## src/rtl/cfl_pkg.sv

```systemverilog
package cfl_pkg;

  typedef enum logic {
    MODE_XOR     = 1'b0,
    MODE_PREDICT = 1'b1
  } redMode_e;

  typedef struct packed {
    logic predMiddle;  // OR predicted carry into four-term columns
    logic predUpper;   // OR predicted carry into third-from-last column
    logic predTop;     // add predicted carry into top two columns
  } redStrobe_t;

endpackage

```

## src/rtl/cfl_ctrl.sv

```systemverilog
module cfl_ctrl
  import cfl_pkg::*;
#(
  parameter redMode_e MODE = MODE_XOR
) (
  output redStrobe_t strobes
);

  assign strobes.predMiddle = (MODE == MODE_PREDICT);
  assign strobes.predUpper  = 1'b1;
  assign strobes.predTop    = 1'b1;

endmodule

```

## src/rtl/cfl_layer.sv

```systemverilog
module cfl_layer
  import cfl_pkg::*;
#(
  parameter int WIDTH = 8
) (
  input  logic [WIDTH-1:0] multiplicand,
  input  logic [3:0]       rowBits,
  input  redStrobe_t       strobes,
  output logic [WIDTH+3:0] layerSum
);

  localparam int COLS   = WIDTH + 3;
  localparam int EXTW   = WIDTH + 6;

  logic [EXTW-1:0]           padded;
  logic [COLS-1:0][3:0]      colTerm;
  logic [WIDTH+1:3]          predCarry;
  logic                      lowCarry;
  logic [2:0]                topSum;

  assign padded = {3'b000, multiplicand, 3'b000};

  // term of row j in local column k: multiplicand[k-j] & rowBits[j]
  for (genvar k = 0; k < COLS; k++) begin : g_col
    for (genvar j = 0; j < 4; j++) begin : g_row
      assign colTerm[k][j] = padded[k-j+3] & rowBits[j];
    end
  end

  for (genvar k = 3; k <= WIDTH + 1; k++) begin : g_pred
    assign predCarry[k] = (colTerm[k-1][0] & colTerm[k-1][1]) |
                          (colTerm[k-1][1] & colTerm[k-1][2]) |
                          (colTerm[k-1][2] & colTerm[k-1][3]);
  end

  // lowest two columns, exact
  assign layerSum[0] = ^colTerm[0];
  assign layerSum[1] = ^colTerm[1];
  assign lowCarry    = colTerm[1][0] & colTerm[1][1];

  // third column, exact bit, carry-out dropped
  assign layerSum[2] = (^colTerm[2]) ^ lowCarry;

  // four-term middle columns: two stages, no carry chain
  for (genvar k = 3; k < WIDTH; k++) begin : g_mid
    logic firstStage;
    logic secondStage;
    assign firstStage  = colTerm[k][0] ^ colTerm[k][1] ^
                         (colTerm[k][2] & strobes.predMiddle);
    assign secondStage = firstStage ^ colTerm[k][3] ^
                         (colTerm[k][2] & ~strobes.predMiddle);
    assign layerSum[k] = secondStage | (strobes.predMiddle & predCarry[k]);
  end

  // third-from-last column: parity with predicted carry
  assign layerSum[WIDTH] = (^colTerm[WIDTH]) |
                           (strobes.predUpper & predCarry[WIDTH]);

  // top two columns summed exactly with predicted carry; carry-out is MSB
  assign topSum = 3'(colTerm[WIDTH+1][0]) + 3'(colTerm[WIDTH+1][1]) +
                  3'(colTerm[WIDTH+1][2]) + 3'(colTerm[WIDTH+1][3]) +
                  3'(strobes.predTop & predCarry[WIDTH+1]) +
                  ((3'(colTerm[WIDTH+2][0]) + 3'(colTerm[WIDTH+2][1]) +
                    3'(colTerm[WIDTH+2][2]) + 3'(colTerm[WIDTH+2][3])) << 1);

  assign layerSum[WIDTH+3:WIDTH+1] = topSum;

endmodule

```

## src/rtl/cfl_combine.sv

```systemverilog
module cfl_combine #(
  parameter int WIDTH  = 8,
  parameter int LAYERS = WIDTH / 4
) (
  input  logic [LAYERS*(WIDTH+4)-1:0] layerBus,
  output logic [2*WIDTH-1:0]          product
);

  localparam int LW = WIDTH + 4;
  localparam int PW = 2 * WIDTH;

  always_comb begin
    logic [PW-1:0] acc;
    logic [PW-1:0] ext;
    acc = '0;
    for (int l = 0; l < LAYERS; l++) begin
      ext         = '0;
      ext[LW-1:0] = layerBus[l*LW +: LW];
      acc         = acc + (ext << (4 * l));
    end
    product = acc;
  end

endmodule

```

## src/rtl/cfl_approx_mult.sv

```systemverilog
module cfl_approx_mult
  import cfl_pkg::*;
#(
  parameter int       WIDTH = 8,
  parameter redMode_e MODE  = MODE_XOR
) (
  input  logic [WIDTH-1:0]   multiplicand,
  input  logic [WIDTH-1:0]   multiplier,
  output logic [2*WIDTH-1:0] product
);

  localparam int LAYERS = WIDTH / 4;
  localparam int LW     = WIDTH + 4;

  redStrobe_t              strobes;
  logic [LAYERS*LW-1:0]    layerBus;

  cfl_ctrl #(.MODE(MODE)) u_ctrl (
    .strobes(strobes)
  );

  for (genvar l = 0; l < LAYERS; l++) begin : g_layer
    cfl_layer #(.WIDTH(WIDTH)) u_layer (
      .multiplicand(multiplicand),
      .rowBits     (multiplier[4*l +: 4]),
      .strobes     (strobes),
      .layerSum    (layerBus[l*LW +: LW])
    );
  end

  cfl_combine #(.WIDTH(WIDTH), .LAYERS(LAYERS)) u_combine (
    .layerBus(layerBus),
    .product (product)
  );

endmodule

```

## config.mk

```make
export PLATFORM = sky130hd
export DESIGN_NAME = cfl_approx_mult
export DESIGN_NICKNAME = d
export VERILOG_FILES = /design/src/rtl/cfl_pkg.sv /design/src/rtl/cfl_ctrl.sv /design/src/rtl/cfl_layer.sv /design/src/rtl/cfl_combine.sv /design/src/rtl/cfl_approx_mult.sv
export SDC_FILE = /design/constraint.sdc
export NUM_CORES = 1
export LEC_CHECK = 0
export CAP_MARGIN = 40
export CORE_UTILIZATION = 30
export DETAILED_ROUTE_END_ITERATION = 10
export DONT_BUFFER_PORTS = 1
export PLACE_DENSITY = 0.48
export SLEW_MARGIN = 30
export SYNTH_ARGS = -nofsm -noshare
export SYNTH_HDL_FRONTEND = slang
export SYNTH_SLANG_ARGS = --single-unit
```

## constraint.sdc

```tcl
create_clock -name vclk -period 4.1
set_clock_uncertainty 0.1 [all_clocks]
set_input_delay 0.41 -clock vclk [all_inputs]
set_output_delay 0.41 -clock vclk [all_outputs]
set_load 0.05 [all_outputs]
```

Word level (Yosys, flattened, before mapping). Cells that the tools add are included.

Register bits: 0. Output and inout port bits: 16. Logic and storage cells: 131.

$add $sub $neg: 7. Bitwise operators: 116. Reductions and logical operators: 8.

Operators with widths (number): AND 1 bit (76); parity 4 bit (8); bitwise XOR 1 bit (32); adder 12 x 16 -> 16 bit (1); bitwise OR 1 bit (8); adder 2 x 1 -> 3 bit (2); adder 3 x 2 -> 3 bit (2); adder 1 x 1 -> 2 bit (2).

Logic depth before layout (Yosys ltp). Gate-level depths: netlist of run 1.

Depth in word-level cells: 6. Depth in mapped cells: 10. Gate-level depth less buffers: 10.

By module. From an unflattened synthesis of run 1, not the netlist that was laid out.

Cell total of the unflattened synthesis: 226. Area, all modules: 1825.5 um^2.

By module, submodules not included: cfl_layer (times used 2, cells each 74, area an instance 624.3 um^2, seq. area each 0.0 um^2); cfl_combine (times used 1, cells each 73, area an instance 546.8 um^2, seq. area each 0.0 um^2); cfl_ctrl (times used 1, cells each 5, area an instance 30.0 um^2, seq. area each 0.0 um^2).

Worst setup path after synthesis of run 1. No wires, ideal clock.

Kind: input-to-output. Start point: input port multiplier[3]. End point: output port product[14]. Arrival time: 3172 ps. Required time: 3590 ps. Slack: 418 ps. Cell stages on the path: 10. Path through: and2_2 -> ha_1 -> a21o_1 -> fa_1 -> ha_1 -> ha_1 -> nand2_1 -> o21ai_2 -> o2111ai_2 -> xnor2_1.

Cells in the longest elaborated chain, start to end: 6. Elaborated cells between the ends (all ways): 28. Those cells by class: 4 x add/sub; 23 x bitwise; 1 x reduce/logical.

RTL lines: start, declared (RTL line cfl_approx_mult.sv:8) `input logic [WIDTH-1:0] multiplier,`; AND 1 bit (RTL line cfl_layer.sv:26) `assign colTerm[k][j] = padded[k-j+3] & rowBits[j];`; AND 1 bit (RTL line cfl_layer.sv:33) `(colTerm[k-1][2] & colTerm[k-1][3]);`; bitwise OR 1 bit (RTL line cfl_layer.sv:32) `(colTerm[k-1][1] & colTerm[k-1][2]) |`; adder 2 x 1 -> 3 bit (RTL line cfl_layer.sv:61) `3'(colTerm[WIDTH+1][2]) + 3'(colTerm[WIDTH+1][3]) +`; adder 3 x 2 -> 3 bit (RTL line cfl_layer.sv:62) `3'(strobes.predTop & predCarry[WIDTH+1]) +`; adder 12 x 16 -> 16 bit * (RTL line cfl_combine.sv:19) `acc = acc + (ext << (4 * l));`; end, declared (RTL line cfl_approx_mult.sv:9) `output logic [2*WIDTH-1:0] product`.

Mark *: on every way between the ends. The rest lies on a longest branch, timed or not.

Final worst setup path of run 1.
Start point: input port multiplier[3]. End point: output port product[15].

Same word-level chain as after synthesis.

==> results by group, run 1 <==
Run status
  – Status: completed

Timing
  – Final hold vios: 0
  – Final TNS setup: 0 ns
  – Period Utilization, post-route: 0.846
  – Slew @ Worst Pin: 0.662 ns
  – Final setup fails: 0
  – FMAX: a little under 300 MHz
  – Slew margin rel.: 0.556
  – RSZ-0062 raised after global routing: false
  – Final Max Slew Viols: 0
  – Min Tclk post-route: approximately 3.5 ns

Detailed routing
  – Met3 routed WL: between 100 and 150 um
  – Antenna Nets Post-Route: 0
  – Met2 Routed Length: between 1000 and 1500 um
  – Total wire length: between 2000 and 3000 um
  – Post-DR vias/cell: 4.82
  – Initial DRC count: 34
  – DRC: 0
  – Routed length per instance: ~13 um
  – Uppermost layer routed: met3
  – WL met1: approximately 1400 um
  – Vias: about 1100
  – 1st-pass router iterations: 4

Die
  – Die Height: approximately 67 um
  – FP Rows: 23
  – Initial core utilization: 0.313
  – Die X-Extent: between 60 and 70 um
  – Die ar.: between 4000 and 5000 um2
  – Core ar.: roughly 4000 um2
  – # IOs: 32

Place
  – GP Congestion: just over 0.9
  – Number of port buffers: 0
  – Dpl cell area: ~1400 um2
  – # placed instances: ~230
  – DPL Wire Length: 2500 um

GRT
  – Total track usage: 0.130
  – Vias in the first global route: approximately 1000
  – First-pass GRT wire length: 4550 um
  – Pin count of the biggest net entering global routing: 11
  – Total global routing overflow: 0
  – Initial antenna violation count: 0

Synth
  – Count leader, synth: nand2_1
  – Post-Syn Nets: 206
  – Synth warn: 0
  – Post-synth top area share: 0.210
  – Area leader, netlist: xnor2_1
  – Synth top area cells: xnor2_1, ha_1, nand2_1
  – Synthesized cell area: roughly 1300 um2
  – Cell count after synthesis: around 170
  – Top cells by count, synth: nand2_1, xnor2_1, and2_1
  – Synth unique cells: 31
  – Post-synthesis sequential area ratio: 0
  – Avg Synthesized Cell Area: approximately 7.3 um2

Pwr
  – Switching Fraction: 0.665
  – Int Pwr: around 190 uW
  – Part of the power in the clock network: 0
  – P_leak: about 0.61 nW
  – Switching power: 374 uW
  – Cell Pwr Density: approximately 410 nW/um2
  – Reg power frac: 0
  – Gate power share: 1.000
  – Worst VDD drop: 0.171 mV

Layout
  – Register area: 0 um2
  – Non-Filler Instances: around 230
  – # nets final: 212
  – Final core utilization: 0.341
  – Clk_buf instances: 0
  – FF+latch count: 0
  – Area growth, synth to finish: 8.79%
  – Final Instance Area: between 1000 and 1500 um2
  – Ratio of cells with drive above 1 in the final layout: 0.126
  – # diodes: 0

Worst hold path
  – HP Class: input port to output pin

Worst setup path
  – Crit. End Element: output pin
  – CP arrival: 2.96 ns
  – CP required: roughly 3.6 ns
  – Crit path launch type: input port
  – Crit path max fanout: 8
  – Setup CP Type: input port to output pin

Clocking
  – # Post-CTS Setup Buffers: 0
  – Post-CTS Resized: 0
  – Hold-fix buffer count after cts: 0

Run
  – Maxcap violations: 0
[placed cells by master, fill, tap and decap left out, types with 3 or more instances in the layout]
master / count
fa_1: 3
nand2_1: 46
a21o_1: 5
and2_1: 17
buf_4: 10
xnor2_1: 28
ha_1: 16
a21oi_1: 6
nor2_1: 4
xor2_1: 14
[layout make-up]
type | count | area [um2]
inverter | 2 | 7.51
tap | 50 | 62.6
multi-input combinational | 163 | 1220
fill | 442 | 2640
timing repair buffer | 10 | 75.1
[cell families after synthesis]
| kind of cell | Yosys count | share of synthesized area |
|---|---|---|
| XOR/XNOR | 44 | 0.308 |
| AND/OR/NAND/NOR | 74 | 0.274 |
| buffers and inverters | 8 | 0.0400 |
| AO/OA/AOI/OAI | 26 | 0.171 |
| adder cells (fa/ha/maj) | 19 | 0.208 |
[worst max-delay path, cell delays in order]
cell      delay (ns)
and2_2          0.17
ha_1            0.17
a21o_1          0.17
fa_1            0.42
ha_1            0.29
ha_1            0.37
a211oi_1        0.30
o211ai_1        0.16
nand4b_1        0.14
xnor2_1         0.13
buf_4           0.22
[final timing paths]
check	end	start	depth (start not counted)	slack, ns
setup / recovery	product[15]	multiplier[3]	11	0.63
hold / removal	product[0]	multiplier[0]	1	1.01
[metrics by stage]
stage          hold WS (ns)  setup slack (ns)  power (mW)
2_1_floorplan          1.00             0.418       0.457
3_3_place_gp           1.01             0.749       0.557
3_5_place_dp           1.01             0.674       0.565
4_1_cts                1.01             0.656       0.567
5_1_grt                1.01             0.508       0.600
6_report               1.01             0.632       0.563
[power groups by stage]
stage | Clock [mW] | Combinational [mW] | Sequential (mW)
2_1_floorplan | 0 | 0.457 | 0
3_3_place_gp | 0 | 0.557 | 0
3_5_place_dp | 0 | 0.565 | 0
4_1_cts | 0 | 0.567 | 0
5_1_grt | 0 | 0.600 | 0
6_report | 0 | 0.563 | 0
[per-layer routing]
| layer | up-vias | global-route usage |
|---|---|---|
| met5 | - | 0 |
| met4 | 0 | 0.00266 |
| met3 | 0 | 0.0137 |
| met2 | 27 | 0.211 |
| met1 | 481 | 0.191 |
| li1 | 576 | - |
Note: power is estimated with default switching activity, not from simulation.
==> run 2: changes to the inputs <==
==> constraint.sdc (replaced) <==
create_clock -name vclk -period 3.46
set_clock_uncertainty 0.1 [all_clocks]
set_input_delay 0.346 -clock vclk [all_inputs]
set_output_delay 0.346 -clock vclk [all_outputs]
set_load 0.05 [all_outputs]
==> results by group, run 2 (synthesized netlist as in run 1, its figures left out) <==
Worst setup path
  – CP required: 3.01 ns (-0.58 ns)
  – Critical Path Slowest Stage Cell: fa_1
  – Crit path max fanout: 8 (unchanged)
  – CP arrival: 2.83 ns (-0.13 ns)
  – Setup CP Type: input port to output pin
  – Critical path's largest stage delay: 0.42 ns (about the same)
  – Crit path launch type: input port
  – Most frequent CP cell: ha_1
  – Critical path buffers and inverters: 1 (unchanged)
  – Family with the most delay on the worst path: adder cells
  – CP Cell Sequence: and2_2, ha_1, a21o_1, fa_1, ha_1, ha_2, a211oi_1, o211ai_1, nand4b_1, xnor2_2, buf_4
  – WP depth: 11 (unchanged)
  – Crit. End Element: output pin

Die
  – # IOs: 32 (unchanged)
  – FP Rows: 23 (unchanged)
  – Die ar.: 4440 um2 (unchanged)
  – Die Height: 66.6 um (unchanged)
  – Die X-Extent: 66.6 um (unchanged)
  – Initial core utilization: 0.313 (unchanged)
  – Core ar.: 4000 um2 (unchanged)

Detailed routing
  – Routed length per instance: 12.5 um (-2.4%)
  – DRC: 0 (unchanged)
  – Vias: 1133 (+4.5%)
  – Antenna Nets Post-Route: 0 (unchanged)
  – 1st-pass router iterations: 4 (unchanged)
  – Initial DRC count: 25 (-26%)
  – Post-DR vias/cell: 5.01 (+4.1%)
  – Total wire length: 2820 um (-2.0%)

GRT
  – First-pass GRT wire length: 4730 um (+3.9%)
  – Total global routing overflow: 0 (unchanged)
  – Pin count of the biggest net entering global routing: 11 (unchanged)
  – Total track usage: 0.133 (+0.00306)
  – Vias in the first global route: 1061 (+5.5%)
  – Initial antenna violation count: 0 (unchanged)

Place
  – Number of port buffers: 0 (unchanged)
  – # placed instances: 226 (+0.44%)
  – DPL Wire Length: 2500 um (about the same)
  – GP Congestion: 0.803 (-13%)

Layout
  – Commonest cells after routing, fill and taps aside: nand2_1, xnor2_1, and2_1
  – Non-Filler Instances: 226 (+0.44%)
  – Most common cell after layout, fill and taps aside: nand2_1
  – # nets final: 213 (+0.47%)
  – Final core utilization: 0.349 (+0.00813)
  – # diodes: 0 (unchanged)
  – Clk_buf instances: 0 (unchanged)
  – Register area: 0 um2 (unchanged)
  – Ratio of cells with drive above 1 in the final layout: 0.153 (+0.0277)
  – Area growth, synth to finish: 11.4%
  – FF+latch count: 0 (unchanged)

Timing
  – Final TNS setup: 0 ns (unchanged)
  – FMAX: ~310 MHz
  – Final setup fails: 0 (unchanged)
  – Period Utilization, post-route: 0.947
  – Min Tclk post-route: around 3.3 ns
  – Slew @ Worst Pin: 0.650 ns (-0.0118 ns)
  – Final Max Slew Viols: 0 (unchanged)
  – RSZ-0062 raised after global routing: false
  – Slew margin rel.: 0.564 (+0.00793)
  – Final hold vios: 0 (unchanged)

Pwr
  – P_leak: 0.640 nW (+4.3%)
  – Cell Pwr Density: 488 nW/um2 (+18%)
  – Worst VDD drop: 0.179 mV (+4.4%)

Worst hold path
  – Worst Hold Depth: 1 (unchanged)
  – HP Class: input port to output pin

Clocking
  – Post-CTS Resized: 0 (unchanged)
  – Hold-fix buffer count after cts: 0 (unchanged)
  – # Post-CTS Setup Buffers: 0 (unchanged)

Run
  – Maxcap violations: 0 (unchanged)

Run status
  – Status: completed
-- run 2: cell count changes in the layout (fill, tap and decap cells not counted), sizes merged --
cell | previous run | this run
buf | 10 | 11
-- run 2: path summary, 6_finish.rpt --
check | startpoint | to | slack [ns]
max | multiplier[3] | product[15] | 0.18
min | multiplier[0] | product[0] | 0.88
-- run 2: area by class of cell --
cell class / instances / area [um2]
timing repair buffer: 11 / 82.6
multi-input combinational: 163 / 1240
inverter: 2 / 7.51
tap: 50 / 62.6
fill: 445 / 2610
-- run 2: stage by stage --
stage	hold WS, ns	total power, mW	setup slack (ns)	cell area, um2
3_3_place_gp	0.882	0.674	0.218	1390
2_1_floorplan	0.877	0.551	0.135	1280
4_1_cts	0.880	0.687	0.120	1390
6_report	0.879	0.680	0.184	1400
3_5_place_dp	0.879	0.686	0.135	1390
5_1_grt	0.887	0.729	0.00807	1400
-- run 2: metal layers --
layer	vias up	track usage	wire length, um
li1	579	-	-
met1	525	0.180	1330
met2	27	0.235	1370
met3	2	0.00342	91
met4	0	0.0186	27
met5	-	0	0
-- run 2: power by group --
| part | switching [mW] | internal, mW |
|---|---|---|
| sequential | 0 | 0 |
| clock | 0 | 0 |
| combinational | 0.448 | 0.233 |
| total | 0.448 | 0.233 |
==> run 3: changes to the inputs <==
--- a/config.mk
+++ b/config.mk
@@ -9,7 +9,7 @@
 export CORE_UTILIZATION = 30
 export DETAILED_ROUTE_END_ITERATION = 10
 export DONT_BUFFER_PORTS = 1
-export PLACE_DENSITY = 0.48
+export PLACE_DENSITY = 0.53
 export SLEW_MARGIN = 30
 export SYNTH_ARGS = -nofsm -noshare
 export SYNTH_HDL_FRONTEND = slang
==> results by group, run 3 (synthesized netlist as in run 1, its figures left out) <==
Place
  – Post-Place Setup Slack: 0.198 ns (+0.0626 ns)
  – # placed instances: 227 (+0.44%)
  – DPL Wire Length: 2300 um (-8.0%)
  – Dpl cell area: 1390 um2 (unchanged)
  – GP Congestion: 0.800 (-0.34%)
  – Number of port buffers: 0 (unchanged)

Timing
  – Slew @ Worst Pin: 0.510 ns (-0.140 ns)
  – Final TNS setup: 0 ns (unchanged)
  – Final hold vios: 0 (unchanged)
  – Final Max Slew Viols: 0 (unchanged)
  – FMAX: 307 MHz (+0.51%)
  – Min Tclk post-route: 3.26 ns (-0.0166 ns)
  – Period Utilization, post-route: 0.942 (-0.00479)
  – Final worst slack: 0.200 ns (+0.0166 ns)
  – RSZ-0062 raised after global routing: false
  – Hold WS: 0.879 ns (-0.000413 ns)
  – Slew margin rel.: 0.659 (+0.0951)
  – Final setup fails: 0 (unchanged)

Die
  – Initial core utilization: 0.313 (unchanged)
  – FP Rows: 23 (unchanged)
  – Die Height: 66.6 um (unchanged)
  – # IOs: 32 (unchanged)
  – Die ar.: 4440 um2 (unchanged)
  – Die X-Extent: 66.6 um (unchanged)
  – Core ar.: 4000 um2 (unchanged)

Layout
  – Most common cell after layout, fill and taps aside: nand2_1
  – Final core utilization: 0.348 (-0.000625)
  – Final Instance Area: 1390 um2 (-0.18%)
  – Clk_buf instances: 0 (unchanged)
  – Register area: 0 um2 (unchanged)
  – Commonest cells after routing, fill and taps aside: nand2_1, xnor2_1, and2_1
  – # nets final: 214 (+0.47%)
  – Area growth, synth to finish: 11.2%
  – Non-Filler Instances: 227 (+0.44%)
  – FF+latch count: 0 (unchanged)
  – FILL cells: 432 (-2.9%)
  – # diodes: 0 (unchanged)
  – Ratio of cells with drive above 1 in the final layout: 0.147 (-0.00652)

Pwr
  – Worst VDD drop: 0.193 mV (+8.3%)
  – Cell Pwr Density: 483 nW/um2 (-1.1%)
  – Gate power share: 1.000 (about the same)
  – Int Pwr: 233 uW (about the same)
  – Reg power frac: 0 (unchanged)
  – Switching Fraction: 0.653 (-0.00467)
  – Switching power: 439 uW (-2.0%)
  – Part of the power in the clock network: 0 (unchanged)
  – P_leak: 0.641 nW (+0.12%)
  – Final Power: 672 uW (-1.3%)

Worst setup path
  – Most frequent CP cell: ha_1
  – Crit path max fanout: 8 (unchanged)
  – CP required: 3.01 ns (about the same)
  – CP startpoint: multiplier[3]
  – Critical path's largest stage delay: 0.42 ns (about the same)
  – Crit path launch type: input port
  – Setup CP Type: input port to output pin
  – Crit. End Element: output pin
  – CP arrival: 2.81 ns (-0.02 ns)
  – CP Cell Sequence: and2_2, ha_1, a21o_1, fa_1, ha_1, ha_1, a211oi_1, o211ai_1, nand4b_1, xnor2_2, buf_4
  – Critical Path Slowest Stage Cell: fa_1

Detailed routing
  – DRC: 0 (unchanged)
  – Vias: 1099 (-3.0%)
  – 1st-pass router iterations: 4 (unchanged)
  – Antenna Nets Post-Route: 0 (unchanged)
  – Post-DR vias/cell: 4.84 (-3.4%)
  – Initial DRC count: 37 (+48%)
  – Routed length per instance: 12.0 um (-4.0%)
  – Total wire length: 2720 um (-3.6%)

GRT
  – Vias in the first global route: 958 (-9.7%)
  – Total track usage: 0.126 (-0.00675)
  – Total global routing overflow: 0 (unchanged)
  – Initial antenna violation count: 0 (unchanged)
  – First-pass GRT wire length: 4420 um (-6.6%)
  – Pin count of the biggest net entering global routing: 11 (unchanged)

Clocking
  – Post-CTS Resized: 0 (unchanged)
  – # Post-CTS Setup Buffers: 0 (unchanged)
  – Hold-fix buffer count after cts: 0 (unchanged)

Run status
  – Status: completed

Run
  – Maxcap violations: 0 (unchanged)

Worst hold path
  – Hold Crit Start: multiplier[0]
  – HP Class: input port to output pin
==> run 3: cell count changes in the layout (fill, tap and decap cells not counted), sizes merged <==
| cell | previous run | this run |
|---|---|---|
| buf | 11 | 12 |
==> run 3: critical path: cells and delay by family <==
kind	cells	cell delay, ns
AO/OA/AOI/OAI	3	0.57
buffers and inverters	1	0.21
AND/OR/NAND/NOR	2	0.33
adder cells (fa/ha/maj)	4	1.25
XOR/XNOR	1	0.12
==> run 3: power groups by stage <==
stage / registers (mW) / clock network, mW / logic, mW
2_1_floorplan: 0 / 0 / 0.551
3_3_place_gp: 0 / 0 / 0.677
3_5_place_dp: 0 / 0 / 0.678
4_1_cts: 0 / 0 / 0.679
5_1_grt: 0 / 0 / 0.721
6_report: 0 / 0 / 0.672
==> run 3: worst paths after layout <==
kind	endpoint	slack [ns]	cells after the start
setup / recovery	product[15]	0.20	11
hold / removal	product[0]	0.88	1
==> run 3: metal layers <==
metal / part of all wire / up-vias / track usage
li1: - / 579 / -
met1: 0.53 / 490 / 0.181
met2: 0.42 / 30 / 0.206
met3: 0.049 / 0 / 0.0205
met4: 0 / 0 / 0
met5: 0 / - / 0
==> run 3: cell type report <==
| cell class | count | area (um2) | share of cell area |
|---|---|---|---|
| timing repair buffer | 12 | 90.1 | 0.0647 |
| multi-input combinational | 163 | 1230 | 0.885 |
| inverter | 2 | 7.51 | 0.00539 |
| tap | 50 | 62.6 | 0.0449 |
